**src/rtl/drbg_sched_pkg.sv**
```systemverilog
package drbg_sched_pkg;

  typedef enum logic [2:0] {
    ST_IDLE,
    ST_OPREQ,
    ST_OPWAIT,
    ST_STRB,
    ST_BWAIT,
    ST_DONE
  } schedState_t;

  typedef enum logic [1:0] {
    OP_INST,
    OP_RESEED,
    OP_UPDATE
  } schedOp_t;

  // strobes from control to datapath
  typedef struct packed {
    logic loadBlocks;
    logic decBlock;
    logic bumpCount;
    logic clearCount;
  } dpCtl_t;

endpackage

```
**src/rtl/drbg_sched_dpath.sv**
```systemverilog
module drbg_sched_dpath
  import drbg_sched_pkg::*;
#(
  parameter int EXP_W   = 4,
  parameter int EXP_MIN = 4,
  parameter int EXP_MAX = 12,
  parameter int INT_W   = 26
) (
  input  logic             clk,
  input  logic             rstN,
  input  logic [EXP_W-1:0] cfgLenExp,
  input  logic [INT_W-1:0] cfgInterval,
  input  dpCtl_t           dpCtl,
  output logic             lastBlock,
  output logic             intervalHit
);

  localparam int BLK_W = EXP_MAX;
  localparam logic [INT_W-1:0] INT_MAX = {1'b1, {(INT_W-1){1'b0}}};

  logic [EXP_W-1:0] effExp;
  logic [BLK_W:0]   powVal;
  logic [BLK_W-1:0] blockTotal;
  logic [BLK_W-1:0] blocksLeft;
  logic [INT_W-1:0] effInterval;
  logic [INT_W-1:0] reqCount;

  // exponent clamp: anything outside the legal window selects the maximum
  always_comb begin
    if ((int'(cfgLenExp) < EXP_MIN) || (int'(cfgLenExp) > EXP_MAX))
      effExp = EXP_W'(EXP_MAX);
    else
      effExp = cfgLenExp;
    powVal     = (BLK_W+1)'(1) << effExp;
    blockTotal = BLK_W'(powVal - (BLK_W+1)'(4));
  end

  // interval clamp: zero or above the ceiling selects the ceiling
  always_comb begin
    if ((cfgInterval == '0) || (cfgInterval > INT_MAX))
      effInterval = INT_MAX;
    else
      effInterval = cfgInterval;
  end

  always_ff @(posedge clk or negedge rstN) begin
    if (!rstN) begin
      blocksLeft <= '0;
    end else if (dpCtl.loadBlocks) begin
      blocksLeft <= blockTotal;
    end else if (dpCtl.decBlock && (blocksLeft != '0)) begin
      blocksLeft <= blocksLeft - 1'b1;
    end
  end

  always_ff @(posedge clk or negedge rstN) begin
    if (!rstN) begin
      reqCount <= '0;
    end else if (dpCtl.clearCount) begin
      reqCount <= '0;
    end else if (dpCtl.bumpCount && (reqCount != '1)) begin
      reqCount <= reqCount + 1'b1;
    end
  end

  assign lastBlock   = (blocksLeft == BLK_W'(1));
  assign intervalHit = (reqCount >= effInterval);

endmodule

```
**src/rtl/drbg_sched_ctrl.sv**
```systemverilog
module drbg_sched_ctrl
  import drbg_sched_pkg::*;
(
  input  logic   clk,
  input  logic   rstN,
  input  logic   cmdInst,
  input  logic   cmdReseed,
  input  logic   cmdUpdate,
  input  logic   cmdGen,
  input  logic   blkDone,
  input  logic   opDone,
  input  logic   lastBlock,
  input  logic   intervalHit,
  output dpCtl_t dpCtl,
  output logic   blkStrobe,
  output logic   instReq,
  output logic   reseedReq,
  output logic   updReq,
  output logic   reqDone
);

  schedState_t state, stateNext;
  schedOp_t    curOp, curOpNext;

  logic pendInst, pendReseed, pendUpd, pendGen;
  logic takeInst, takeReseed, takeUpd, takeGen;

  // a command arriving in the cycle its pending flag is consumed stays pending
  always_ff @(posedge clk or negedge rstN) begin
    if (!rstN) begin
      pendInst   <= 1'b0;
      pendReseed <= 1'b0;
      pendUpd    <= 1'b0;
      pendGen    <= 1'b0;
    end else begin
      pendInst   <= cmdInst   | (pendInst   & ~takeInst);
      pendReseed <= cmdReseed | (pendReseed & ~takeReseed);
      pendUpd    <= cmdUpdate | (pendUpd    & ~takeUpd);
      pendGen    <= cmdGen    | (pendGen    & ~takeGen);
    end
  end

  always_comb begin
    stateNext  = state;
    curOpNext  = curOp;
    takeInst   = 1'b0;
    takeReseed = 1'b0;
    takeUpd    = 1'b0;
    takeGen    = 1'b0;
    dpCtl      = '0;
    unique case (state)
      ST_IDLE: begin
        if (pendInst) begin
          takeInst  = 1'b1;
          curOpNext = OP_INST;
          stateNext = ST_OPREQ;
        end else if (pendReseed) begin
          takeReseed = 1'b1;
          curOpNext  = OP_RESEED;
          stateNext  = ST_OPREQ;
        end else if (pendUpd) begin
          takeUpd   = 1'b1;
          curOpNext = OP_UPDATE;
          stateNext = ST_OPREQ;
        end else if (pendGen) begin
          if (intervalHit) begin
            // forced reseed; the generate stays pending behind it
            curOpNext = OP_RESEED;
            stateNext = ST_OPREQ;
          end else begin
            takeGen          = 1'b1;
            dpCtl.loadBlocks = 1'b1;
            dpCtl.bumpCount  = 1'b1;
            stateNext        = ST_STRB;
          end
        end
      end
      ST_OPREQ: stateNext = ST_OPWAIT;
      ST_OPWAIT: begin
        if (opDone) begin
          dpCtl.clearCount = (curOp != OP_UPDATE);
          stateNext        = ST_IDLE;
        end
      end
      ST_STRB: stateNext = ST_BWAIT;
      ST_BWAIT: begin
        if (blkDone) begin
          dpCtl.decBlock = 1'b1;
          stateNext      = lastBlock ? ST_DONE : ST_STRB;
        end
      end
      ST_DONE: stateNext = ST_IDLE;
      default: stateNext = ST_IDLE;
    endcase
  end

  always_ff @(posedge clk or negedge rstN) begin
    if (!rstN) begin
      state <= ST_IDLE;
      curOp <= OP_INST;
    end else begin
      state <= stateNext;
      curOp <= curOpNext;
    end
  end

  assign blkStrobe = (state == ST_STRB);
  assign reqDone   = (state == ST_DONE);
  assign instReq   = (state == ST_OPREQ) && (curOp == OP_INST);
  assign reseedReq = (state == ST_OPREQ) && (curOp == OP_RESEED);
  assign updReq    = (state == ST_OPREQ) && (curOp == OP_UPDATE);

endmodule

```
**src/rtl/drbg_req_sched.sv**
```systemverilog
module drbg_req_sched
  import drbg_sched_pkg::*;
#(
  parameter int EXP_W   = 4,
  parameter int EXP_MIN = 4,
  parameter int EXP_MAX = 12,
  parameter int INT_W   = 26
) (
  input  logic             clk,
  input  logic             rstN,
  input  logic [EXP_W-1:0] cfgLenExp,
  input  logic [INT_W-1:0] cfgInterval,
  input  logic             cmdInst,
  input  logic             cmdReseed,
  input  logic             cmdUpdate,
  input  logic             cmdGen,
  input  logic             blkDone,
  input  logic             opDone,
  output logic             blkStrobe,
  output logic             instReq,
  output logic             reseedReq,
  output logic             updReq,
  output logic             reqDone
);

  dpCtl_t dpCtl;
  logic   lastBlock;
  logic   intervalHit;

  drbg_sched_ctrl u_ctrl (
    .clk        (clk),
    .rstN       (rstN),
    .cmdInst    (cmdInst),
    .cmdReseed  (cmdReseed),
    .cmdUpdate  (cmdUpdate),
    .cmdGen     (cmdGen),
    .blkDone    (blkDone),
    .opDone     (opDone),
    .lastBlock  (lastBlock),
    .intervalHit(intervalHit),
    .dpCtl      (dpCtl),
    .blkStrobe  (blkStrobe),
    .instReq    (instReq),
    .reseedReq  (reseedReq),
    .updReq     (updReq),
    .reqDone    (reqDone)
  );

  drbg_sched_dpath #(
    .EXP_W  (EXP_W),
    .EXP_MIN(EXP_MIN),
    .EXP_MAX(EXP_MAX),
    .INT_W  (INT_W)
  ) u_dpath (
    .clk        (clk),
    .rstN       (rstN),
    .cfgLenExp  (cfgLenExp),
    .cfgInterval(cfgInterval),
    .dpCtl      (dpCtl),
    .lastBlock  (lastBlock),
    .intervalHit(intervalHit)
  );

endmodule

```
**config.mk**
```make
export PLATFORM = sky130hd
export DESIGN_NAME = drbg_req_sched
export DESIGN_NICKNAME = d
export VERILOG_FILES = /design/src/rtl/drbg_sched_pkg.sv /design/src/rtl/drbg_sched_dpath.sv /design/src/rtl/drbg_sched_ctrl.sv /design/src/rtl/drbg_req_sched.sv
export SDC_FILE = /design/constraint.sdc
export NUM_CORES = 1
export LEC_CHECK = 0
export BUFFER_PORTS_ARGS = -buffer_cell sky130_fd_sc_hd__buf_2
export CAP_MARGIN = 10
export CORE_ASPECT_RATIO = 1.4
export CORE_MARGIN = 2
export CORE_UTILIZATION = 55
export DETAILED_ROUTE_END_ITERATION = 6
export PLACE_DENSITY = 0.74
export SETUP_SLACK_MARGIN = 0.05
export SLEW_MARGIN = 20
export SYNTH_ARGS = -nofsm -noshare
export SYNTH_HDL_FRONTEND = slang
export SYNTH_HIERARCHICAL = 1
export SYNTH_SLANG_ARGS = --single-unit
```
**constraint.sdc**
```tcl
create_clock -name clk -period 4.95 [get_ports clk]
set_clock_uncertainty 0.2 [all_clocks]
set_input_delay 0.495 -clock clk [delete_from_list [all_inputs] [get_ports clk]]
set_output_delay 0.495 -clock clk [all_outputs]
set_load 0.01 [all_outputs]
```
* Word level (Yosys, flattened, before mapping)
Cells that the tools add are included.
** Word-level totals
- Output and inout port bits :: 5
- Register bits after elaboration :: 47
- Bits of input ports :: 38
** Cells by class
- Shift operators :: 1
- Add/sub/neg operators :: 3
- Equality and inequality tests :: 13
- Magnitude comparators :: 4
- Bitwise operators :: 12
- Multiplexer cells :: 39
- Reductions and logical operators :: 17
** Operator list (number)
- two-way mux 26 bit :: 3
- adder 26 x 1 -> 26 bit (second input constant) :: 1
- greater-or-equal comparator 26 bit :: 1
- > comparator 26 bit (second input constant) :: 1
- logical NOT 26 bit :: 1
- inequality test 26 bit (second input constant) :: 1
- two-way mux 12 bit :: 2
- two-way mux 3 bit :: 7
- two-way mux 1 bit :: 19
- case mux 3 bit (5 select lines) :: 1
- equality test 12 x 1 -> 1 bit (second input constant) :: 1
- two-way mux 2 bit :: 6
- nonzero test 12 bit :: 1
- << shifter 1 x 4 -> 12 bit (first input constant) :: 1
- subtractor 12 x 1 -> 12 bit (second input constant) :: 1
- subtractor 12 x 3 -> 12 bit (second input constant) :: 1
- nonzero test 4 bit :: 2
- equality test 3 x 2 -> 1 bit (second input constant) :: 2
- equality test 3 bit (second input constant) :: 2
- inequality test 2 bit (second input constant) :: 3
- AND reduction 3 bit :: 2
- logical AND 1 bit :: 5
- inequality test 5 x 1 -> 1 bit (second input constant) :: 1
- AND 1 bit :: 4
- other kinds (12) :: 20

* Depth between registers and ports, before layout
Gate-level depths: netlist of the first run.
- Depth after elaboration :: 13
- Gate-level depth with buffers :: 22
- Depth with buffers taken out :: 19

* Cells and area by module
The synthesis of the first run kept the hierarchy.
** Modules (own cells, without submodules)
- drbg_sched_dpath :: cells an instance 382, sequential area each 950.9 um^2, area an instance 3244.4 um^2, instances 1
- drbg_sched_ctrl :: cells an instance 57, sequential area each 225.2 um^2, area an instance 520.5 um^2, instances 1

* Least setup slack after synthesis of the first run
OpenSTA, ideal clock, no wires.
- Path kind :: input to register
- From :: input cfgInterval[0]
- To :: register u_dpath.reqCount[23]
- Arrival :: 4.205 ns
- Path slack :: 0.467 ns
- Cell stages on the path :: 21
- Required time :: 4.672 ns
- Cells stage by stage :: nor4_1 nand4_1 nor2_1 xnor2_1 clkbuf_1 nand2_1 ha_1 a21oi_1 o21ai_0 a221oi_1 o21a_1 nand2_1 nor2_1 nand3_1 nor2_1 buf_4 nand2_1 nor4_4 nand3_1 or4_1 a21oi_1
** On the way
- Word-level cells in the longest chain between the ends :: 12
- Elaborated cells on any way between the ends :: 13
- Those cells by class :: order compare: 2; mux: 7; reduce/logical: 4
** Ends and longest elaborated chain
- from (decl) :: line drbg_req_sched.sv:12 : input logic [INT_W-1:0] cfgInterval,
- > comparator 26 bit / logical NOT 26 bit (equally long branches) :: line drbg_sched_dpath.sv:40 : if ((cfgInterval == '0) || (cfgInterval > INT_MAX))
- logical OR 1 bit :: line drbg_sched_dpath.sv:40
- two-way mux 26 bit * :: line drbg_sched_dpath.sv:40
- greater-or-equal comparator 26 bit * :: line drbg_sched_dpath.sv:67 : assign intervalHit = (reqCount >= effInterval);
- net intervalHit :: line drbg_req_sched.sv:28 : logic intervalHit;
- two-way mux 1 bit * (6 in series)
- net u_ctrl.takeGen :: line drbg_sched_ctrl.sv:26 : logic takeInst, takeReseed, takeUpd, takeGen;
- logical AND 1 bit * :: line drbg_sched_dpath.sv:61 : end else if (dpCtl.bumpCount && (reqCount != '1)) begin
- nonzero test 2 bit (no source line) *
- to (signal assigned) :: line drbg_sched_dpath.sv:62 : reqCount <= reqCount + 1'b1;
- to (decl) :: line drbg_sched_dpath.sv:26 : logic [INT_W-1:0] reqCount;
The timed path passes the listed nets; every way through them passes the cells marked *.
A chain may end at the register's enable or synchronous reset.

==> metrics.md, run 1 <==
| Metric | Value |
|---|---|
| First-pass GRT wire length | 13800 um |
| Hold Path Class | input pin to asynchronous set/reset pin |
| Most common cell in the synthesized netlist | nand2_1 |
| Cells after Synth | roughly 440 |
| Actual slew at the worst max-slew pin | ~0.95 ns |
| Post-route ant nets | 0 |
| Vias | ~3400 |
| CTS Sinks | 47 |
| Critical path buffers and inverters | 3 |
| Synth unique cells | 63 |
| Yosys top cell by area | dfrtp_1 |
| Tot GR Track Use | 22.7% |
| Clock Tree Buf Depth | 2 |
| RSZ-0062 raised after global routing | false |
| Gr ovfl total | 0 |
| Initial antenna violation count | 0 |
| Site row count | 35 |
| Ranking of synthesized cells by area | dfrtp_1, ha_1, nand2_1 |
| WL met2 | roughly 4000 um |
| CTS root buffer | clkbuf_8 |
| Per-cell routed wire length | around 14 um |
| H-tree depth | 2 |
| Vias in the first global route | approximately 3100 |
| Die ar. | around 7500 um2 |
| Commonest cells in the netlist | nand2_1, dfrtp_1, ha_1 |
| WL met1 | ~3500 um |
| Setup crit start kind | input pin |
| Crit path max fanout | 15 |
| Asr flop ratio synth | 100% |
| TNS Setup | 0 ns |
| Initial DRT Pass Iterations | 4 |
| Seq/Total Area, Yosys | around 31% |
| Core area | around 6600 um2 |
| Clk_lat worst skew | approximately 0.29 ns |
| Minimum clock period after layout | about 4.5 ns |
| Slowest-stage cell, CP | nor4_1 |
| Post-Synthesis Cell Area | around 3800 um2 |
| DP Wirelength | ~6000 um |
| Routed WL | about 8000 um |
| R2R Path Start | u_dpath/reqCount[13] |
| Maximum vdd drop | around 0.00022 V |
| Critical path type | input pin to register |
| Hold WS | 0.0885 ns |
| Dominant synthesized flop cell | dfrtp_1 |
| Flop2flop setup slack | 1.31 ns |
| Die Y | 102 um |
| CTS hold repair buffers | 0 |
| Slowest stage delay, CP | ~0.34 ns |
| Pwr per Cell Area | between 200 and 300 nW/um2 |
| CP Launch Point | cfgInterval[20] |
| Syn avg cell area | 8.58 um2 |
| Fillers | 595 |
| Status | finished, final reports clean |
| Fin. max-slew vios | 0 |
| Synth Warn # | 6 |
| Final Hold Fails | 0 |
| RR Endpoint | u_dpath/reqCount[25] |
| Initial Util | a little under three fifths |
| Peak Freq | between 200 and 250 MHz |
| Routability Congestion | 0.847 |
| Leakage | approximately 1.8 nW |
| Worst r2r path cells | 15 |
| Setup bufs post-CTS | 0 |
| Yosys reg bits | 47 |
| # IOs | 43 |
| PortBufs | 42 |
| Initial DRC Count | 143 |
| Via density | slightly below 6 |
| Tcrit/Tclk final | 90.0% |
| Worst EP arrival | 4.48 ns |
| EDFF count, synth | 0 |
| Post-synth top area share | between 30 and 40% |
| Crit path cell chain | buf_2 > nor4_1 > nand3_1 > nor2_1 > xnor2_1 > buf_4 > nand2_1 > ha_1 > and3_1 > o21a_1 > a21oi_1 > o21a_1 > nand2_1 > nor2_1 > nand3_1 > nor2_4 > nand2_1 > nor4_4 > buf_4 > nand3_1 > or3_1 > a21oi_1 |
| Cts bufs inserted | 5 |
| DR WL met3 | between 300 and 400 um |
| Final Net Count | 546 |
| Max-cap violations | 0 |
| CTS tree | built |
| Layout cells sized above 1 | ~17% |
| Crit. End Element | register |
| Largest net degree at the start of global routing | 48 |
| Slew margin rel. | between 30% and 40% |
| Final setup viols | 0 |
| Mapped Nets | roughly 510 |
| Clock slew seen by the registers of the worst setup and hold paths | around 0.090 ns |
| Crit path max-delay family | simple AND/OR/NAND/NOR gates |
| Die Wd | 73.9 um |
| N_diodes | 0 |
| CP Data Required Time | just under 5 ns |
| Area growth, synth to finish | 9.34% |
| Top sig layer | met4 |
| Drt drc | 0 |
[stage by stage]
step	std cells	area [um2]	power (W)	util, %	worst slack, ns
after floorplan	439	3760	0.000864	-	0.467
after global placement	558	4000	0.000960	60.5	0.209
after detailed placement	558	4000	0.000969	60.5	0.0982
after CTS	565	4110	0.00125	62.1	0.363
after global routing	565	4120	0.00133	62.3	0.0661
final	565	4120	0.00123	62.3	0.495
[registers in the layout, indices dropped and copies added (netlist names)]
register / count
u_ctrl/curOp: 2
u_ctrl/pendGen: 1
u_ctrl/pendInst: 1
u_ctrl/pendReseed: 1
u_ctrl/pendUpd: 1
u_ctrl/state: 3
u_dpath/blocksLeft: 12
u_dpath/reqCount: 26
[cell type report]
type / instances / area (um2) / share of cell area (%)
timing repair buffer: 48 / 255 / 6.20
clock inverter: 1 / 30.0 / 0.729
tap: 92 / 115 / 2.80
clock buffer: 6 / 72.6 / 1.76
multi-input combinational: 357 / 2410 / 58.7
inverter: 14 / 52.6 / 1.28
sequential: 47 / 1180 / 28.6
[cells by family after synthesis]
kind of cell | after synthesis | share of synthesized area [%]
multiplexers | 9 | 2.53
XOR/XNOR | 11 | 2.56
adder cells (fa/ha/maj) | 35 | 11.6
buffers and inverters | 35 | 5.12
flip-flops | 47 | 31.2
AND/OR/NAND/NOR | 204 | 30.2
AO/OA/AOI/OAI | 98 | 16.7
[worst max path at each step]
stage	end	slack, ns	cells after the start
after detailed placement	u_dpath/reqCount[22]	0.1	21
after global placement	u_dpath/reqCount[22]	0.21	21
after floorplan	u_dpath/reqCount[23]	0.47	21
final	u_dpath/reqCount[25]	0.49	22
after global routing	u_dpath/reqCount[25]	0.07	21
after CTS	u_dpath/reqCount[22]	0.36	21
[placed cells by master (no fill, tap or decap), types with 3 or more instances in the layout]
master	Yosys	routed
nor2b_1	5	5
o31ai_1	6	6
o21a_1	4	4
inv_1	14	14
clkbuf_8	1	5
nor2_1	29	28
nor3b_1	5	5
nor4_1	11	11
xnor2_1	7	7
mux2i_1	5	5
buf_2	1	42
or3_1	16	16
and4_1	3	3
dfrtp_1	47	47
nand3_1	19	19
a21o_1	3	3
buf_4	2	6
a21oi_1	34	34
nand2_1	53	53
a211oi_1	8	8
nand4_1	8	8
o21ai_0	21	20
xor2_1	4	4
or4_1	7	7
ha_1	35	35
nor3_1	12	11
or2_2	4	4
nand2b_1	7	7
o211ai_1	3	3
and3_1	6	6
[where the power goes]
part           leakage [nW]  switching, W  internal (W)
Clock                0.0513      0.000122      0.000148
Sequential            0.623     0.0000817      0.000450
Combinational          1.15      0.000236      0.000195
[layer usage]
metal	vias up	track usage, %
met2	96	40.9
met1	1570	27.8
li1	1684	-
met3	10	2.76
met5	-	0
met4	0	7.41
[what timing repair did]
item / CTS / global route
setup endpoints to repair: 0 / 11
hold endpoints to repair: 0 / 0
resized for setup: 0 / 3
Note: power is estimated with default switching activity, not from simulation.
==> inputs of run 2 (changes only) <==
--- a/config.mk
+++ b/config.mk
@@ -5,13 +5,14 @@
 export SDC_FILE = /design/constraint.sdc
 export NUM_CORES = 1
 export LEC_CHECK = 0
+export ABC_AREA = 1
 export BUFFER_PORTS_ARGS = -buffer_cell sky130_fd_sc_hd__buf_2
 export CAP_MARGIN = 10
 export CORE_ASPECT_RATIO = 1.4
 export CORE_MARGIN = 2
-export CORE_UTILIZATION = 55
+export CORE_UTILIZATION = 50
 export DETAILED_ROUTE_END_ITERATION = 6
-export PLACE_DENSITY = 0.74
+export PLACE_DENSITY = 0.67
 export SETUP_SLACK_MARGIN = 0.05
 export SLEW_MARGIN = 20
 export SYNTH_ARGS = -nofsm -noshare
==> metrics.md, run 2 <==
| Metric | Value |
|---|---|
| Most common cell in the synthesized netlist | nand2_1 |
| Crit path cell chain | buf_2 > or2_2 > nor4_4 > nand2_1 > nand2_2 > nand3_1 > ha_1 > nand2_1 > inv_1 > o21ai_0 > a21boi_0 > nor3_1 > nand3_1 > nor2_1 > nand4_1 > nor2_1 > a21boi_4 > buf_4 > nand2_1 > nand2_1 > nand2_1 > nor2_1 |
| Yosys reg bits | 47 |
| Slowest-stage cell, CP | nor4_4 |
| Initial DRC Count | 270 |
| Setup crit start kind | input pin |
| TNS Setup | 0 ns |
| CTS Sinks | 47 |
| RSZ-0062 raised after global routing | false |
| Final Core Density | a little under three fifths |
| # IOs | 43 |
| Cells after Synth | 621 |
| Clock Tree Buf Depth | 2 |
| Post-Synthesis Cell Area | 4250 um2 |
| Reg area | 1180 um2 |
| Most common cell after layout, fill and taps aside | nand2_1 |
| DP Wirelength | 8520 um |
| Top cell by count, worst path | nand2_1 |
| Crit. End Element | register |
| Largest net degree at the start of global routing | between 40 and 50 |
| Synth unique cells | 47 |
| Pwr per Cell Area | between 300 and 400 nW/um2 |
| Initial antenna violation count | 0 |
| First-pass GRT wire length | roughly 18000 um |
| Drt drc | 0 |
| Critical path type | input pin to register |
| CTS tree | built |
| Yosys top cell by area | dfrtp_1 |
| Largest register by flop count | u_dpath/reqCount |
| Minimum clock period after layout | roughly 4.3 ns |
| Clk_lat worst skew | just under 0.3 ns |
| EDFF count, synth | 0 |
| Fin. max-slew vios | 0 |
| Setup bufs post-CTS | 0 |
| Tcrit/Tclk final | 86.6% |
| CTS root buffer | clkbuf_16 |
| Final setup viols | 0 |
| Asr flop ratio synth | 100% |
| CP Data Required Time | slightly below 5 ns |
| Seq/Total Area, Yosys | between 20% and 30% |
| Area of the multi-input gates | between 2000 and 3000 um2 |
| Post-synth top area share | approximately 28% |
| Hold Path Class | input pin to asynchronous set/reset pin |
| Commonest non-fill, non-tap cells in the layout | nand2_1, nor2_1, nand3_1 |
| Biggest regs | u_dpath/reqCount (26), u_dpath/blocksLeft (12), u_ctrl/state (3) |
| Final Hold Fails | 0 |
| Peak Freq | 233 MHz |
| Site row count | 39 |
| Slew margin rel. | 58.6% |
| Die Y | roughly 110 um |
| Vias | roughly 4200 |
| Gr ovfl total | 0 |
| Crit path max-delay family | simple AND/OR/NAND/NOR gates |
| Initial DRT Pass Iterations | 5 |
| Ranking of synthesized cells by area | dfrtp_1, nand2_1, ha_1 |
| Die ar. | between 9000 and 10000 um2 |
| Initial Util | around 52% |
| Max reg flops | 26 |
| Mapped Nets | roughly 690 |
| Die Wd | between 80 and 90 um |
| Status | finished, final reports clean |
| Syn avg cell area | between 6 and 7 um2 |
| Final Net Count | between 700 and 800 |
| Cts bufs inserted | 5 |
| Maximum vdd drop | approximately 0.00029 V |
| Dominant synthesized flop cell | dfrtp_1 |
| Vias in the first global route | approximately 4100 |
| Synth Warn # | 6 |
| Max-cap violations | 0 |
| Per-cell routed wire length | ~14 um |
| CP Launch Point | cfgInterval[6] |
| Commonest cells in the netlist | nand2_1, nor2_1, nand3_1 |
| Worst EP arrival | about 4.3 ns |
| Crit path max fanout | 25 |
| Fillers | ~830 |
| Tot GR Track Use | between 20% and 30% |
| Via density | between 5 and 6 |
| Actual slew at the worst max-slew pin | slightly above 0.6 ns |
| Critical path buffers and inverters | 3 |
| Layout cells sized above 1 | a little over an eighth |
| Slowest stage delay, CP | about 0.47 ns |
| Routed WL | between 10000 and 15000 um |
| H-tree depth | 2 |
| Routability Congestion | between 0.8 and 0.9 |
| Core area | about 8200 um2 |
| Clock slew seen by the registers of the worst setup and hold paths | around 0.070 ns |
| PortBufs | 42 |
| Area growth, synth to finish | 10.2% |
| N_diodes | 0 |
| Post-route ant nets | 0 |
| Leakage | around 2.4 nW |
| R2R Path Start | u_dpath/reqCount[19] |
run 2: layout make-up:
class,count,area share (%)
clock buffer,6,2.97
clock inverter,1,0.107
inverter,63,5.21
multi-input combinational,496,58.6
sequential,47,25.1
tap,102,2.73
timing repair buffer,47,5.29
run 2: routing by layer:
layer	global-route usage, %	up-vias	wire length [um]
li1	-	2144	-
met1	28.0	1913	4580
met2	47.0	90	5670
met3	2.71	26	317
met4	11.0	0	410
met5	0	-	0
run 2: path summary, 6_finish.rpt:
check                                  endpoint  slack (ns)  depth (start not counted)
setup reg to reg            u_dpath/reqCount[5]        1.85                         16
hold / removal              u_dpath/reqCount[4]        0.08                          2
min in group clk                 u_ctrl/pendGen        0.20                          2
setup / recovery            u_dpath/reqCount[5]        0.66                         22
hold reg to reg                  u_ctrl/pendGen        0.30                          1
max in group asynchronous  u_dpath/reqCount[25]        4.03                          2
run 2: cells by family after synthesis:
| family | Yosys count | synth area share, % |
|---|---|---|
| AOI/OAI and AO/OA | 69 | 9.92 |
| xor gates and xnor gates | 19 | 3.91 |
| adders and majority gates | 35 | 10.3 |
| buffers and inverters | 78 | 8.12 |
| DFF | 47 | 27.7 |
| and+or+nand+nor | 373 | 40.1 |
run 2: power breakdown:
part | internal [W] | leakage (nW) | total, W | switching [W]
clock network | 0.000198 | 0.0727 | 0.000344 | 0.000146
registers | 0.000462 | 0.618 | 0.000549 | 0.0000872
logic | 0.000196 | 1.67 | 0.000559 | 0.000363
run 2: what timing repair did:
item | 4_1_cts | 5_1_grt
setup endpoints to repair | 0 | 1
hold buffers | 0 | 0
resized for setup | 0 | 2
run 2: per-stage QoR:
| step | setup slack, ns | area (um2) | hold slack [ns] | instances | total power [W] |
|---|---|---|---|---|---|
| global route | 0.0563 | 4680 | 0.157 | 762 | 0.00156 |
| floorplan | 1.05 | 4250 | -0.000591 | 621 | 0.000962 |
| CTS | 0.687 | 4670 | 0.132 | 762 | 0.00146 |
| detailed placement | 0.392 | 4530 | 0.295 | 755 | 0.00111 |
| finish | 0.665 | 4680 | 0.0849 | 762 | 0.00145 |
| global placement | 0.494 | 4530 | 0.292 | 755 | 0.00110 |
run 2: worst reg2reg max path: cells and delay by family (launching register included):
family	cells	cell delay, ns
compound gates	3	0.50
fa+ha+maj	1	0.37
buf+inv	2	0.29
flops	1	0.47
simple gates	10	1.20
==> inputs of run 3 (changes only) <==
--- a/config.mk
+++ b/config.mk
@@ -8,7 +8,6 @@
 export ABC_AREA = 1
 export BUFFER_PORTS_ARGS = -buffer_cell sky130_fd_sc_hd__buf_2
 export CAP_MARGIN = 10
-export CORE_ASPECT_RATIO = 1.4
 export CORE_MARGIN = 2
 export CORE_UTILIZATION = 50
 export DETAILED_ROUTE_END_ITERATION = 6
==> metrics.md, run 3 (synthesized netlist as in run 2, its figures left out) <==
| Metric | Value |
|---|---|
| Largest net degree at the start of global routing | 48 |
| Psw | around 0.00059 W |
| Drt drc | 0 |
| TNS Setup | 0 ns |
| RR Endpoint | u_dpath/reqCount[5] |
| Max-cap violations | 0 |
| Most common cell after layout, fill and taps aside | nand2_1 |
| Clock power frac | approximately a fifth |
| Post-route ant nets | 0 |
| Slew margin rel. | roughly three fifths |
| Final Hold Fails | 0 |
| Per-cell routed wire length | approximately 14 um |
| CTS root buffer | clkbuf_8 |
| RSZ-0062 raised after global routing | false |
| Cts bufs inserted | 5 |
| Initial DRC Count | roughly 210 |
| H-tree depth | 2 |
| N_diodes | 0 |
| Clk_lat worst skew | 0.30 ns |
| CTS Sinks | 47 |
| Tot Pwr | 0.00136 W |
| Post-cts sizing count | 0 |
| Setup bufs post-CTS | 0 |
| Biggest regs | u_dpath/reqCount (26), u_dpath/blocksLeft (12), u_ctrl/state (3) |
| CTS tree | built |
| CP Data Required Time | roughly 5.0 ns |
| Initial DRT Pass Iterations | 6 |
| Maximum vdd drop | 0.000209 V |
| Routability Congestion | between 0.9 and 1 |
| Minimum clock period after layout | 4.30 ns |
| Fin. max-slew vios | 0 |
| R2R Path Start | u_dpath/reqCount[3] |
| CP endpoint | u_dpath/reqCount[5] |
| First-pass GRT wire length | roughly 18000 um |
| Combinational power share | approximately two fifths |
| Initial Util | just over 50% |
| Actual slew at the worst max-slew pin | between 0.6 and 0.7 ns |
| Clock slew seen by the registers of the worst setup and hold paths | about 0.10 ns |
| Flop2flop setup slack | approximately 1.7 ns |
| Clock Tree Buf Depth | 2 |
| Routed WL | around 11000 um |
| Largest register by flop count | u_dpath/reqCount |
| Sequential fraction of design power | between 40 and 50% |
| Pwr per Cell Area | slightly below 300 nW/um2 |
| Final Net Count | around 730 |
| Area growth, synth to finish | 8.86% |
| Vias in the first global route | 3734 |
| Crit. End Element | register |
| Final WS setup | 0.652 ns |
| # IOs | 43 |
| Initial antenna violation count | 0 |
| Vias | ~4200 |
| Site row count | 33 |
| Die ar. | about 9000 um2 |
| Worst r2r path cells | 16 |
| Gr ovfl total | 0 |
| Hold Path Class | input pin to asynchronous set/reset pin |
| Crit path max fanout | 25 |
| Switch share | 43.4% |
| Final setup viols | 0 |
| Fillers | between 700 and 800 |
| Tot GR Track Use | between 20% and 30% |
| Layout cells sized above 1 | 13.0% |
| Internal | roughly 0.00077 W |
| Commonest non-fill, non-tap cells in the layout | nand2_1, nor2_1, nand3_1 |
| Die Wd | 96.2 um |
| Tcrit/Tclk final | 86.8% |
| CP Launch Point | cfgInterval[6] |
| PortBufs | 42 |
| Worst EP arrival | around 4.3 ns |
| DP Wirelength | 8540 um |
| Die Y | slightly below 100 um |
| Via density | approximately 5.5 |
| Core area | just over 8000 um2 |
| Max reg flops | 26 |
| Setup crit start kind | input pin |
| Leakage | 2.31 nW |
| CTS hold repair buffers | 0 |
| Setup WS pre-CTS | around 0.32 ns |
| Peak Freq | ~230 MHz |
| Critical path type | input pin to register |
| Status | finished, final reports clean |
-- run 3: cell count changes in the layout (fill, tap and decap cells not counted), sizes merged --
cell / before / now
clkinvlp: 0 / 1
-- run 3: worst min path at each step --
stage | from | end | slack (ns) | cells after the start
final | rstN | u_dpath/reqCount[7] | 0.08 | 2
after global routing | rstN | u_dpath/reqCount[4] | 0.13 | 2
after CTS | rstN | u_dpath/reqCount[4] | 0.11 | 2
after detailed placement | u_ctrl/curOp[0] | u_ctrl/curOp[0] | 0.31 | 2
after global placement | u_ctrl/curOp[0] | u_ctrl/curOp[0] | 0.30 | 2
after floorplan | rstN | u_ctrl/curOp[0] | -0.0006 | 0
-- run 3: final cells by class --
cell class | count | area [um2] | share of cell area, %
multi-input combinational | 496 | 2730 | 59.0
clock inverter | 2 | 16.3 | 0.351
clock buffer | 6 | 82.6 | 1.78
tap | 105 | 131 | 2.84
timing repair buffer | 47 | 248 | 5.35
inverter | 63 | 244 | 5.27
sequential | 47 | 1180 | 25.4
-- run 3: metal layers --
metal,track usage (%),up-vias,part of all wire [%]
li1,-,2139,-
met2,43.3,103,51
met4,6.67,0,1.5
met3,2.82,14,4.3
met5,0,-,0
met1,31.7,1925,44
-- run 3: critical path, cell delays in order --
cell and delay (ns):
buf_2 0.10, or2_2 0.31, nor4_4 0.34, nand3b_2 0.42, nand3_1 0.25, ha_1 0.27, nand2_1 0.07, inv_1 0.03
o21ai_0 0.12, a21boi_0 0.10, nor3_1 0.19, nand3_1 0.11, nor2_1 0.15, nand4_1 0.16, nor2_1 0.31, a21boi_4 0.32
buf_4 0.25, nand2_1 0.09, nand2_1 0.06, nand2_1 0.04, nor2_1 0.11
-- run 3: power by group through the flow --
stage | Sequential (W) | Clock (W) | Combinational (W)
6_report | 0.000550 | 0.000258 | 0.000554
5_1_grt | 0.000560 | 0.000288 | 0.000633
2_1_floorplan | 0.000531 | 0 | 0.000431
4_1_cts | 0.000550 | 0.000267 | 0.000554
3_3_place_gp | 0.000557 | 0 | 0.000544
3_5_place_dp | 0.000556 | 0 | 0.000554
-- run 3: through the flow --
step           instances  util, %  hold slack, ns  cell area [um2]
5_1_grt              766     56.3           0.130             4630
6_report             766     56.3          0.0787             4630
2_1_floorplan        621        -       -0.000591             4250
4_1_cts              766     56.3           0.106             4630
3_3_place_gp         758     55.1           0.305             4530
3_5_place_dp         758     55.1           0.308             4530
